===== config.mk =====
export PLATFORM = sky130hd
export DESIGN_NAME = quad_down_timer
export DESIGN_NICKNAME = d
export VERILOG_FILES = /design/src/rtl/qdt_pkg.sv /design/src/rtl/qdt_prescaler.sv /design/src/rtl/qdt_channel.sv /design/src/rtl/qdt_irq_ctrl.sv /design/src/rtl/qdt_bus_decode.sv /design/src/rtl/quad_down_timer.sv
export SDC_FILE = /design/constraint.sdc
export NUM_CORES = 1
export LEC_CHECK = 0
export ABC_AREA = 1
export BUFFER_PORTS_ARGS = -buffer_cell sky130_fd_sc_hd__buf_4
export CAP_MARGIN = 25
export CORE_UTILIZATION = 30
export DETAILED_ROUTE_END_ITERATION = 8
export GPL_TIMING_DRIVEN = 1
export PLACE_DENSITY_LB_ADDON = 0.25
export SLEW_MARGIN = 20
export SYNTH_ARGS = -nofsm -noshare
export SYNTH_HDL_FRONTEND = slang
export SYNTH_SLANG_ARGS = --single-unit

===== constraint.sdc =====
create_clock -name clk -period 2.1 [get_ports clk]
set_input_delay 0.21 -clock clk [delete_from_list [all_inputs] [get_ports clk]]
set_output_delay 0.21 -clock clk [all_outputs]
set_load 0.01 [all_outputs]

===== src/rtl/qdt_pkg.sv =====
// Shared types and register offsets for the four-channel down-counting timer.
// Assumes word-addressed access; offsets below are word indices inside a group.
package qdt_pkg;

    localparam int CTRL_W = 8;

    // Tick rate selection held in control bits [3:2].
    typedef enum logic [1:0] {
        PS_DIV1   = 2'b00,
        PS_DIV16  = 2'b01,
        PS_DIV256 = 2'b10,
        PS_SPARE  = 2'b11
    } presc_e;

    // Control word layout, most significant field first.
    typedef struct packed {
        logic       en;        // bit 7
        logic       periodic;  // bit 6
        logic [1:0] spare;     // bits 5:4
        presc_e     presc;     // bits 3:2
        logic       wide;      // bit 1
        logic       oneshot;   // bit 0
    } ctrl_t;

    // Word index inside a channel group.
    localparam logic [1:0] REG_LOAD  = 2'd0;
    localparam logic [1:0] REG_VALUE = 2'd1;
    localparam logic [1:0] REG_CTRL  = 2'd2;
    localparam logic [1:0] REG_BGL   = 2'd3;

    // Word index inside the interrupt group (group 0).
    localparam logic [1:0] IRQ_MASK  = 2'd0;
    localparam logic [1:0] IRQ_RAW   = 2'd1;
    localparam logic [1:0] IRQ_MSTAT = 2'd2;
    localparam logic [1:0] IRQ_CLEAR = 2'd3;

endpackage


===== src/rtl/qdt_prescaler.sv =====
// Tick divider for one timer channel.
// Produces a one-cycle tick every cycle, every 2**SHORT_LOG cycles or every
// 2**LONG_LOG cycles. The spare code behaves as the long division.
// Assumes SHORT_LOG < LONG_LOG. A restart pulse zeroes the phase and
// suppresses the tick in that cycle.
module qdt_prescaler
    import qdt_pkg::*;
#(
    parameter int SHORT_LOG = 4,
    parameter int LONG_LOG  = 8
) (
    input  logic   clk,
    input  logic   rst_n,
    input  logic   run,
    input  logic   restart,
    input  presc_e sel,
    output logic   tick
);

    localparam logic [LONG_LOG-1:0] SHORT_LIM = LONG_LOG'((1 << SHORT_LOG) - 1);
    localparam logic [LONG_LOG-1:0] LONG_LIM  = '1;

    logic [LONG_LOG-1:0] phase_q;
    logic [LONG_LOG-1:0] limit;

    // Pick the terminal phase for the selected division.
    always_comb begin
        case (sel)
            PS_DIV16: limit = SHORT_LIM;
            default:  limit = LONG_LIM;
        endcase
    end

    // Raise a tick when the phase reaches its terminal value.
    always_comb begin
        tick = run && !restart && ((sel == PS_DIV1) || (phase_q == limit));
    end

    // Advance the phase, zeroing it on restart, idle or tick.
    always_ff @(posedge clk) begin
        if (!rst_n) begin
            phase_q <= '0;
        end else if (!run || restart || tick) begin
            phase_q <= '0;
        end else begin
            phase_q <= phase_q + LONG_LOG'(1);
        end
    end

endmodule


===== src/rtl/qdt_channel.sv =====
// One down-counting timer channel with its load, control and
// background-load registers and its own prescaler.
// Assumes at most one of the write strobes is high in a cycle.
// Emits a one-cycle event on each terminal count.
module qdt_channel
    import qdt_pkg::*;
#(
    parameter int CNT_W     = 32,
    parameter int NARROW_W  = 16,
    parameter int SHORT_LOG = 4,
    parameter int LONG_LOG  = 8
) (
    input  logic             clk,
    input  logic             rst_n,
    input  logic             wr_load,
    input  logic             wr_ctrl,
    input  logic             wr_bgl,
    input  logic [CNT_W-1:0] wdata,
    output logic [CNT_W-1:0] load_o,
    output logic [CNT_W-1:0] value_o,
    output ctrl_t            ctrl_o,
    output logic [CNT_W-1:0] bgl_o,
    output logic             event_o
);

    localparam logic [CNT_W-1:0] NARROW_MASK = CNT_W'({NARROW_W{1'b1}});
    localparam logic [CNT_W-1:0] WIDE_MASK   = '1;

    ctrl_t            ctrl_q;
    ctrl_t            ctrl_new;
    logic [CNT_W-1:0] load_q;
    logic [CNT_W-1:0] bgl_q;
    logic [CNT_W-1:0] cur_q;
    logic [CNT_W-1:0] width_mask;
    logic [CNT_W-1:0] cur_m;
    logic             at_zero;
    logic             at_one;
    logic             restart;
    logic             tick;
    logic             advance;

    // View the write data as a control word.
    always_comb begin
        ctrl_new = ctrl_t'(wdata[CTRL_W-1:0]);
    end

    // Restart the divider when the channel turns on or its rate changes.
    always_comb begin
        restart = wr_ctrl &&
                  ((ctrl_new.en && !ctrl_q.en) || (ctrl_new.presc != ctrl_q.presc));
    end

    qdt_prescaler #(
        .SHORT_LOG (SHORT_LOG),
        .LONG_LOG  (LONG_LOG)
    ) u_presc (
        .clk     (clk),
        .rst_n   (rst_n),
        .run     (ctrl_q.en),
        .restart (restart),
        .sel     (ctrl_q.presc),
        .tick    (tick)
    );

    // Decode the active count width and the count's terminal states.
    always_comb begin
        width_mask = ctrl_q.wide ? WIDE_MASK : NARROW_MASK;
        cur_m      = cur_q & width_mask;
        at_zero    = (cur_m == '0);
        at_one     = (cur_m == CNT_W'(1));
    end

    // Decide whether this tick moves the count and whether it ends a cycle.
    always_comb begin
        advance = tick && !(ctrl_q.oneshot && at_zero);
        event_o = tick && !wr_load && (ctrl_q.oneshot ? at_one : at_zero);
    end

    // Hold the control word as written.
    always_ff @(posedge clk) begin
        if (!rst_n) begin
            ctrl_q <= '0;
        end else if (wr_ctrl) begin
            ctrl_q <= ctrl_new;
        end
    end

    // Hold the last written load value for readback.
    always_ff @(posedge clk) begin
        if (!rst_n) begin
            load_q <= '0;
        end else if (wr_load) begin
            load_q <= wdata;
        end
    end

    // Track the background-load value from either load or background writes.
    always_ff @(posedge clk) begin
        if (!rst_n) begin
            bgl_q <= '0;
        end else if (wr_load || wr_bgl) begin
            bgl_q <= wdata;
        end
    end

    // Count down, wrap, reload or stop according to the mode bits.
    always_ff @(posedge clk) begin
        if (!rst_n) begin
            cur_q <= '0;
        end else if (wr_load) begin
            cur_q <= wdata & width_mask;
        end else if (advance) begin
            if (at_zero) begin
                cur_q <= ctrl_q.periodic ? (bgl_q & width_mask) : width_mask;
            end else begin
                cur_q <= cur_m - CNT_W'(1);
            end
        end
    end

    assign load_o  = load_q;
    assign value_o = cur_m;
    assign ctrl_o  = ctrl_q;
    assign bgl_o   = bgl_q;

endmodule


===== src/rtl/qdt_irq_ctrl.sv =====
// Shared interrupt controller: mask register, sticky raw bits set by
// channel events, write-one-to-clear, and a combined output.
// Assumes events are one-cycle pulses; an event beats a clear on the same edge.
module qdt_irq_ctrl #(
    parameter int NUM_CH = 4
) (
    input  logic              clk,
    input  logic              rst_n,
    input  logic              wr_mask,
    input  logic              wr_clear,
    input  logic [NUM_CH-1:0] wdata,
    input  logic [NUM_CH-1:0] events,
    output logic [NUM_CH-1:0] mask_o,
    output logic [NUM_CH-1:0] raw_o,
    output logic [NUM_CH-1:0] masked_o,
    output logic              irq_o
);

    logic [NUM_CH-1:0] mask_q;
    logic [NUM_CH-1:0] raw_q;
    logic [NUM_CH-1:0] clear_bits;

    // Select the bits dropped by a clear write.
    always_comb begin
        clear_bits = wr_clear ? wdata : '0;
    end

    // Hold the mask as written.
    always_ff @(posedge clk) begin
        if (!rst_n) begin
            mask_q <= '0;
        end else if (wr_mask) begin
            mask_q <= wdata;
        end
    end

    // Keep raw bits sticky, clearing on request unless an event arrives.
    always_ff @(posedge clk) begin
        if (!rst_n) begin
            raw_q <= '0;
        end else begin
            raw_q <= (raw_q & ~clear_bits) | events;
        end
    end

    // Gate raw bits with the mask and merge them into one line.
    always_comb begin
        masked_o = raw_q & mask_q;
        irq_o    = |masked_o;
    end

    assign mask_o = mask_q;
    assign raw_o  = raw_q;

endmodule


===== src/rtl/qdt_bus_decode.sv =====
// Register bus decoder and read multiplexer.
// Group 0 of four words holds the interrupt registers; group g+1 holds
// channel g. Assumes 2**(ADDR_W-2) > NUM_CH. Unmapped words read zero.
module qdt_bus_decode
    import qdt_pkg::*;
#(
    parameter int NUM_CH = 4,
    parameter int ADDR_W = 6,
    parameter int DATA_W = 32
) (
    input  logic [ADDR_W-1:0]                bus_addr,
    input  logic                             bus_we,
    input  logic [NUM_CH-1:0]                irq_mask,
    input  logic [NUM_CH-1:0]                irq_raw,
    input  logic [NUM_CH-1:0]                irq_masked,
    input  logic [NUM_CH-1:0][DATA_W-1:0]    ch_load,
    input  logic [NUM_CH-1:0][DATA_W-1:0]    ch_value,
    input  logic [NUM_CH-1:0][CTRL_W-1:0]    ch_ctrl,
    input  logic [NUM_CH-1:0][DATA_W-1:0]    ch_bgl,
    output logic                             wr_mask,
    output logic                             wr_clear,
    output logic [NUM_CH-1:0]                wr_load,
    output logic [NUM_CH-1:0]                wr_ctrl,
    output logic [NUM_CH-1:0]                wr_bgl,
    output logic [DATA_W-1:0]                bus_rdata
);

    localparam int GRP_W = ADDR_W - 2;

    logic [GRP_W-1:0] group;
    logic [1:0]       word;
    logic             irq_hit;

    // Split the word index into group and word-in-group.
    always_comb begin
        group   = bus_addr[ADDR_W-1:2];
        word    = bus_addr[1:0];
        irq_hit = (group == '0);
    end

    // Form the interrupt register write strobes.
    always_comb begin
        wr_mask  = bus_we && irq_hit && (word == IRQ_MASK);
        wr_clear = bus_we && irq_hit && (word == IRQ_CLEAR);
    end

    // Form per-channel write strobes, one decoder per channel group.
    for (genvar g = 0; g < NUM_CH; g++) begin : g_strobe
        logic hit;
        always_comb begin
            hit        = bus_we && (group == GRP_W'(g + 1));
            wr_load[g] = hit && (word == REG_LOAD);
            wr_ctrl[g] = hit && (word == REG_CTRL);
            wr_bgl[g]  = hit && (word == REG_BGL);
        end
    end

    // Return the addressed register, zero for unmapped or write-only words.
    always_comb begin
        bus_rdata = '0;
        if (irq_hit) begin
            case (word)
                IRQ_MASK:  bus_rdata = DATA_W'(irq_mask);
                IRQ_RAW:   bus_rdata = DATA_W'(irq_raw);
                IRQ_MSTAT: bus_rdata = DATA_W'(irq_masked);
                default:   bus_rdata = '0;
            endcase
        end
        for (int c = 0; c < NUM_CH; c++) begin
            if (group == GRP_W'(c + 1)) begin
                case (word)
                    REG_LOAD:  bus_rdata = ch_load[c];
                    REG_VALUE: bus_rdata = ch_value[c];
                    REG_CTRL:  bus_rdata = DATA_W'(ch_ctrl[c]);
                    default:   bus_rdata = ch_bgl[c];
                endcase
            end
        end
    end

endmodule


===== src/rtl/quad_down_timer.sv =====
// Top of the four-channel down-counting timer.
// Ties the bus decoder, the channels and the interrupt controller
// together. Assumes one clock for bus and counters and a synchronous
// active-low reset.
module quad_down_timer
    import qdt_pkg::*;
#(
    parameter int NUM_CH    = 4,
    parameter int DATA_W    = 32,
    parameter int ADDR_W    = 6,
    parameter int NARROW_W  = 16,
    parameter int SHORT_LOG = 4,
    parameter int LONG_LOG  = 8
) (
    input  logic              clk,
    input  logic              rst_n,
    input  logic [ADDR_W-1:0] bus_addr,
    input  logic              bus_we,
    input  logic [DATA_W-1:0] bus_wdata,
    output logic [DATA_W-1:0] bus_rdata,
    output logic              irq_out
);

    logic                          wr_mask;
    logic                          wr_clear;
    logic [NUM_CH-1:0]             wr_load;
    logic [NUM_CH-1:0]             wr_ctrl;
    logic [NUM_CH-1:0]             wr_bgl;
    logic [NUM_CH-1:0]             irq_mask;
    logic [NUM_CH-1:0]             irq_raw;
    logic [NUM_CH-1:0]             irq_masked;
    logic [NUM_CH-1:0]             ch_event;
    logic [NUM_CH-1:0][DATA_W-1:0] ch_load;
    logic [NUM_CH-1:0][DATA_W-1:0] ch_value;
    logic [NUM_CH-1:0][CTRL_W-1:0] ch_ctrl;
    logic [NUM_CH-1:0][DATA_W-1:0] ch_bgl;

    qdt_bus_decode #(
        .NUM_CH (NUM_CH),
        .ADDR_W (ADDR_W),
        .DATA_W (DATA_W)
    ) u_decode (
        .bus_addr   (bus_addr),
        .bus_we     (bus_we),
        .irq_mask   (irq_mask),
        .irq_raw    (irq_raw),
        .irq_masked (irq_masked),
        .ch_load    (ch_load),
        .ch_value   (ch_value),
        .ch_ctrl    (ch_ctrl),
        .ch_bgl     (ch_bgl),
        .wr_mask    (wr_mask),
        .wr_clear   (wr_clear),
        .wr_load    (wr_load),
        .wr_ctrl    (wr_ctrl),
        .wr_bgl     (wr_bgl),
        .bus_rdata  (bus_rdata)
    );

    // One counter channel per group.
    for (genvar g = 0; g < NUM_CH; g++) begin : g_ch
        ctrl_t ctrl_s;

        qdt_channel #(
            .CNT_W     (DATA_W),
            .NARROW_W  (NARROW_W),
            .SHORT_LOG (SHORT_LOG),
            .LONG_LOG  (LONG_LOG)
        ) u_ch (
            .clk     (clk),
            .rst_n   (rst_n),
            .wr_load (wr_load[g]),
            .wr_ctrl (wr_ctrl[g]),
            .wr_bgl  (wr_bgl[g]),
            .wdata   (bus_wdata),
            .load_o  (ch_load[g]),
            .value_o (ch_value[g]),
            .ctrl_o  (ctrl_s),
            .bgl_o   (ch_bgl[g]),
            .event_o (ch_event[g])
        );

        assign ch_ctrl[g] = ctrl_s;
    end

    qdt_irq_ctrl #(
        .NUM_CH (NUM_CH)
    ) u_irq (
        .clk      (clk),
        .rst_n    (rst_n),
        .wr_mask  (wr_mask),
        .wr_clear (wr_clear),
        .wdata    (bus_wdata[NUM_CH-1:0]),
        .events   (ch_event),
        .mask_o   (irq_mask),
        .raw_o    (irq_raw),
        .masked_o (irq_masked),
        .irq_o    (irq_out)
    );

endmodule


======== Word-level counts from Yosys, hierarchy flattened ========
Index checks and enable logic that the tools add are counted.
Widths: inputs -> output; s select.
storage, ports and cells
  output and inout port bits .............. 33
  flip-flop bits (word level) ............. 456
operators by class
  bitwise operators ....................... 17
  reduce and logical (&&, ||, !) cells .... 106
  add/sub/neg operators ................... 8
  mux-type cells .......................... 39
  eq/ne operators ......................... 23
operators by type and width
  cell                   number
  $mux 32                25
  $and 32x32->32         12
  $pmux 32 s3            4
  $eq 32x1->1 const B    4
  $logic_not 32->1       4
  $sub 32x1->32 const B  4
  $logic_and 1x1->1      51
  $add 8x1->8 const B    4
  $eq 8x8->1             4
  $mux 8                 4
  $logic_or 1x1->1       20
  $logic_not 1->1        16
  $pmux 4 s3             1
  $eq 2x1->1 const B     5
  $logic_not 2->1        5
  $and 4x4->4            2
  $eq 4x2->1 const B     2
  $ne 2x2->1             4
  $reduce_bool 2->1      4
  $reduce_or 2->1        4
  $eq 2x2->1 const B     2
  $eq 4x1->1 const B     1
  $eq 4x3->1 const B     1
  $logic_not 4->1        1
  other kinds (6)        9

======== Longest topological paths before layout ========
  depth in word-level cells ............... 10
  mapped depth ............................ 16
  depth with buffers taken out ............ 14

======== Hierarchy ========
A second synthesis with hierarchy kept.
unflattened totals
  cells, all modules ...................... 4,801
  area, all modules ....................... 28,519.9 µm²
by module, submodules not included
  module          cells an instance  seq. area each (µm²)  instances  area an instance (µm²)
  qdt_channel     919                2,082.0               4          5,730.5
  qdt_bus_decode  858                0.0                   1          3,622.2
  qdt_prescaler   55                 160.2                 4          414.1
  qdt_irq_ctrl    47                 160.2                 1          319.1

======== Worst setup path before layout ========
OpenSTA, ideal clock, no wires.
  path kind ............................... register to register
  from .................................... register g_ch[2].u_ch.cur_q[0]
  to ...................................... register g_ch[2].u_ch.cur_q[21]
  library setup time ...................... 117 ps
  data required time ...................... 1,983 ps
  path buffers ............................ 1
  arrival time ............................ 1,815 ps
  clock period less this slack ............ 1,932 ps
  setup slack ............................. 168 ps
  stages on the path, launching flop included .. 14
  cells stage by stage .................... dfxtp_1 > inv_1 > ha_1 > nand3_1 > nor2_4 > nand2_1 > clkinv_2 > nand3_2 > nand2_2 > nand2_2 > clkinv_2 > buf_6 > nor2_1 > a21oi_1
on the way
  cells in the longest elaborated chain, start to end .. 6
ends and longest elaborated chain
  item                                                   line                text
  start, declared                                        qdt_channel.sv:33   logic [CNT_W-1:0] cur_q;
  start signal, assigned                                 qdt_channel.sv:111  cur_q <= wdata & width_mask;
  start signal, assigned                                 qdt_channel.sv:114  cur_q <= ctrl_q.periodic ? (bgl_q & width_mask) : width_mask;
  start signal, assigned                                 qdt_channel.sv:116  cur_q <= cur_m - CNT_W'(1);
  $and 32x32->32 *                                       qdt_channel.sv:68   cur_m = cur_q & width_mask;
  branches (longest 5 deep; another with $sub 32x1->32)  --
Mark *: on every way between the ends. The select of a mux whose other input is x is not followed.
A chain may end at the register's enable or synchronous reset.

======== Worst setup path after layout ========
  from .................................... register g_ch[1].u_ch.cur_q[0]
  to ...................................... output bus_rdata[0]
on the way
  cells in the longest elaborated chain, start to end .. 5
ends and longest elaborated chain
  item                    line                   text
  start, declared         qdt_channel.sv:33
  start signal, assigned  qdt_channel.sv:111
  start signal, assigned  qdt_channel.sv:114
  start signal, assigned  qdt_channel.sv:116
  $and 32x32->32          qdt_channel.sv:68
  $pmux 32 s3             qdt_bus_decode.sv:71   case (word)
  $mux 32 (3 in a row)    qdt_bus_decode.sv:70   if (group == GRP_W'(c + 1)) begin
  end, declared           quad_down_timer.sv:20  output logic [DATA_W-1:0] bus_rdata,
No other way between the ends.

==> summary.txt <==
Status
  • Result of the run: finished with violations
  • Failing checks: setup timing

STA
  • Final cycle utilization of the critical path: 116%
  • Setup skew after layout: around 0.014 ns
  • Achievable frequency: 410 MHz
  • Total Neg Setup Slack: -4.43 ns
  • Time the worst path needs with I/O delays and setup: 2.44 ns
  • Final Slew Violations: 0
  • Final Hold Vio Count: 0
  • Unrepaired setup endpoints after global routing: true
  • Max-slew headroom at the worst pin: ~65%
  • Slew @ Worst Pin: 0.525 ns
  • Worst path setup slack after routing: -0.340 ns
  • Final count of negative-setup-slack endpoints: 38

Clocking
  • Clock latency of the later-clocked register in the worst-skew pair: around 0.63 ns
  • Clock buffer depth: 3
  • Clock slew at reported path FFs: 0.06 ns
  • Num Clock Sinks: 456
  • Root Buffer: clkbuf_16
  • H-tree depth: 2
  • TritonCTS buffer count: 55
  • CTS tree: done

Worst setup path
  • Crit path kind: reg2out
  • CP endpoint kind: primary output
  • Crit path required time: 1.89 ns
  • Total stage count of the critical path: 10
  • Worst path arrival time: 2.23 ns
  • Worst setup path endpoint: bus_rdata[0]
  • Max Fanout on Critical Path: 2
  • Beginning of the worst register-to-register path: g_ch[2].u_ch.ctrl_o[1]
  • Crit path buffers/inverters: 5
  • Endpoint of the lowest-slack register-to-register path: g_ch[2].u_ch.cur_q[29]
  • Max stage delay cell, worst path: dfxtp_2
  • Startpoint Class: register
  • Depth of the worst register-to-register path: 16
  • Gate family responsible for the most delay along the worst path: buffers and inverters
  • Max incr delay on CP: 0.32 ns
  • Internal reg-to-reg setup slack: -0.06 ns
  • Cell-by-cell trace of the critical path: inv_2 -> buf_6 -> nor2_4 -> a221oi_2 -> nand2_1 -> a21oi_2 -> buf_4 -> o211ai_1 -> buf_4 -> buf_6
  • Worst Setup SP: g_ch[1].u_ch.cur_q[0]

Hold path
  • Kind of path behind the tightest hold check: in2reg

Global route
  • Largest net degree at the start of global routing: between 80 and 90
  • All-layer global routing usage: 25.6%
  • Number of global-route vias before repair: 28700
  • Sum of overflow across all layers after global routing: 0
  • Antenna violations before repair: 3
  • First-pass GRT wire length: 180 mm

Cells and area
  • Filler Cell Count: just over 9000
  • Final Core Density: 42.4%
  • Final layout net count: 4886
  • Post-layout instance count excluding filler cells: 6056
  • Fraction of final layout cells with drive strength greater than 1: 25.0%
  • Syn-to-layout area delta: 40.1%
  • Final cell area excluding filler cells: 38100 µm²

Synthesis
  • Warning count from the yosys run: 0
  • Post-synthesis instance area: between 20000 and 30000 µm²
  • Average size of a mapped cell: 6.15 µm²
  • Number of synthesized flops with an enable pin: 0
  • Most used standard cell by instance count after synthesis: nand2_1
  • Synthesized netlist cell count: 4417
  • Sequential share of the synthesized area: 33.6%
  • Number of nets in the synthesized netlist: around 4500
  • Total of flip-flops plus latches after synthesis: 456
  • Area share of the largest cell type after synthesis: 33.6%
  • Most area-hungry cell type in the Yosys netlist: dfxtp_1
  • Distinct cell type count after synthesis: between 40 and 50
  • Cell types with the highest counts after synthesis: nand2_1, nor2_1, a21oi_1
  • Async set-or-reset flop fraction in the synthesized netlist: 0%
  • Top area cells in the synthesized netlist: dfxtp_1, nand2_1, a21oi_1, nor2_1, o21ai_0
  • Most frequently used flop master after synthesis: dfxtp_1

Placement
  • Detail Placement HPWL: about 89 mm
  • Final weighted congestion of routability-driven global placement: 0.957
  • I/O Buffers: 73
  • Number of placed instances with taps included: 5813
  • Total cell area at the placement stage: 31700 µm²

Floorplanning
  • Initial standard-cell utilization of the core: between 30% and 40%
  • Height of the chip: around 300 µm
  • FP Rows: 110
  • Die boundary width: 303 µm
  • Top-level I/O count: 74
  • Core Footprint: 89900 µm²
  • Total die area: 91800 µm²

Drt
  • Vias per cell: 5.24
  • Routed WL: roughly 120 mm
  • Routed length per instance: 20.4 µm
  • Initial DRC Count: 3266
  • Detailed-routing iteration count for the pre-antenna-repair pass: 6
  • Via Count: 31700
  • Total DRC errors in the routed layout: 0
  • Detail Route Antenna Nets: 0

Run
  • Number of max-cap violations: 0

Pwr
  • Leakage: 0.0167 µW
  • Max rail drop VDD: 0.620 mV
  • Power Dens Cells: a little under 600 nW/µm²
## stage by stage
stage | hold WS, ns | setup WS, ns | total power, µW
finish | 0.0465 | -0.340 | 22700
global route | 0.0503 | -0.372 | 23400
CTS | 0.00850 | -0.343 | 22400
detailed placement | 0.441 | -0.142 | 11800
global placement | 0.430 | -0.102 | 11900
floorplan | 0.345 | 0.168 | 10600
## cell type report
class | instances | area (µm²) | share of cell area (%)
Multi-Input combinational cell | 3360 | 17900 | 46.9
Sequential cell | 456 | 9190 | 24.1
Timing Repair Buffer | 616 | 6250 | 16.4
Clock buffer | 80 | 1640 | 4.31
Tap cell | 1176 | 1470 | 3.86
Inverter | 344 | 1350 | 3.54
Clock inverter | 23 | 317 | 0.831
Antenna cell | 1 | 2.50 | 0.00657
## power by group
part | total (µW) | switching, µW | internal [µW]
Combinational | 3430 | 2200 | 1230
Sequential | 8790 | 66.4 | 8720
Clock | 10500 | 4190 | 6270
Total | 22700 | 6450 | 16200
## cells in the final DEF (no fill, tap or decap), types with 16 or more instances in the layout
master	instances
a21oi_1	447
clkbuf_16	70
nor2_1	457
nand2_8	16
dlygate4sd3_1	32
xor2_1	44
nand4_1	31
nor2_2	44
o211ai_1	16
dfxtp_1	419
nand2_1	1233
nand2_2	93
dfxtp_2	30
o21ai_1	55
buf_12	58
o21ai_0	234
o2111ai_1	16
a21oi_2	43
nand3b_1	53
inv_2	45
buf_4	401
nor2_4	35
nand3_1	266
o21ai_2	39
nand3_2	28
buf_6	96
inv_1	278
nand2_4	52
## cells by family (layout without fill, tap and decap cells)
kind of cell	Yosys count	in the layout	synth area share, %
AND/OR/NAND/NOR	2332	2337	35.8
other	0	1	0
buffers and inverters	606	1063	9.19
AO/OA/AOI/OAI	963	963	19.4
adder cells (fa/ha/maj)	12	12	0.552
flip-flops	456	456	33.6
XOR/XNOR	48	48	1.55
## worst min-delay path by stage
stage | startpoint | endpoint | slack (ns) | cells after the start
2_1_floorplan | bus_wdata[13] | g_ch[0].u_ch.bgl_o[13] | 0.34 | 2
3_3_place_gp | g_ch[1].u_ch.u_presc.phase_q[0] | g_ch[1].u_ch.u_presc.phase_q[0] | 0.43 | 1
3_5_place_dp | g_ch[3].u_ch.u_presc.phase_q[0] | g_ch[3].u_ch.u_presc.phase_q[0] | 0.44 | 1
4_1_cts | bus_wdata[1] | g_ch[1].u_ch.load_o[1] | 0.009 | 3
5_1_grt | bus_wdata[2] | g_ch[2].u_ch.bgl_o[2] | 0.05 | 4
6_report | bus_wdata[2] | g_ch[2].u_ch.bgl_o[2] | 0.05 | 4
## registers in the layout, summed over array words and instances, names as in the netlist
register / flops
u_irq.mask_o: 4
g_ch.u_ch.u_presc.phase_q: 32
g_ch.u_ch.bgl_o: 128
g_ch.u_ch.ctrl_o: 32
u_irq.raw_o: 4
g_ch.u_ch.load_o: 128
g_ch.u_ch.cur_q: 128
## tightest hold or removal path: stages
cell and delay (ns):
buf_4 0.15, clkinv_1 0.06, buf_4 0.15, a21oi_1 0.07
## per-layer routing
metal	GRT usage [%]	wire length, µm	up-vias
met5	0	0	-
met4	8.40	4810	0
met3	2.81	8240	250
met2	41.0	56400	1227
met1	35.8	54400	14900
li1	-	-	15300
## what timing repair did
| action | 4_1_cts | 5_1_grt |
|---|---|---|
| pin swaps | 62 | 207 |
| hold buffers | 32 | 0 |
| gates cloned | 9 | 20 |
| hold endpoints to repair | 176 | 0 |
| gates resized for setup | 279 | 536 |
| setup endpoints to repair | 67 | 163 |
| setup buffers | 21 | 67 |
Note: power is estimated with default switching activity, not from simulation.
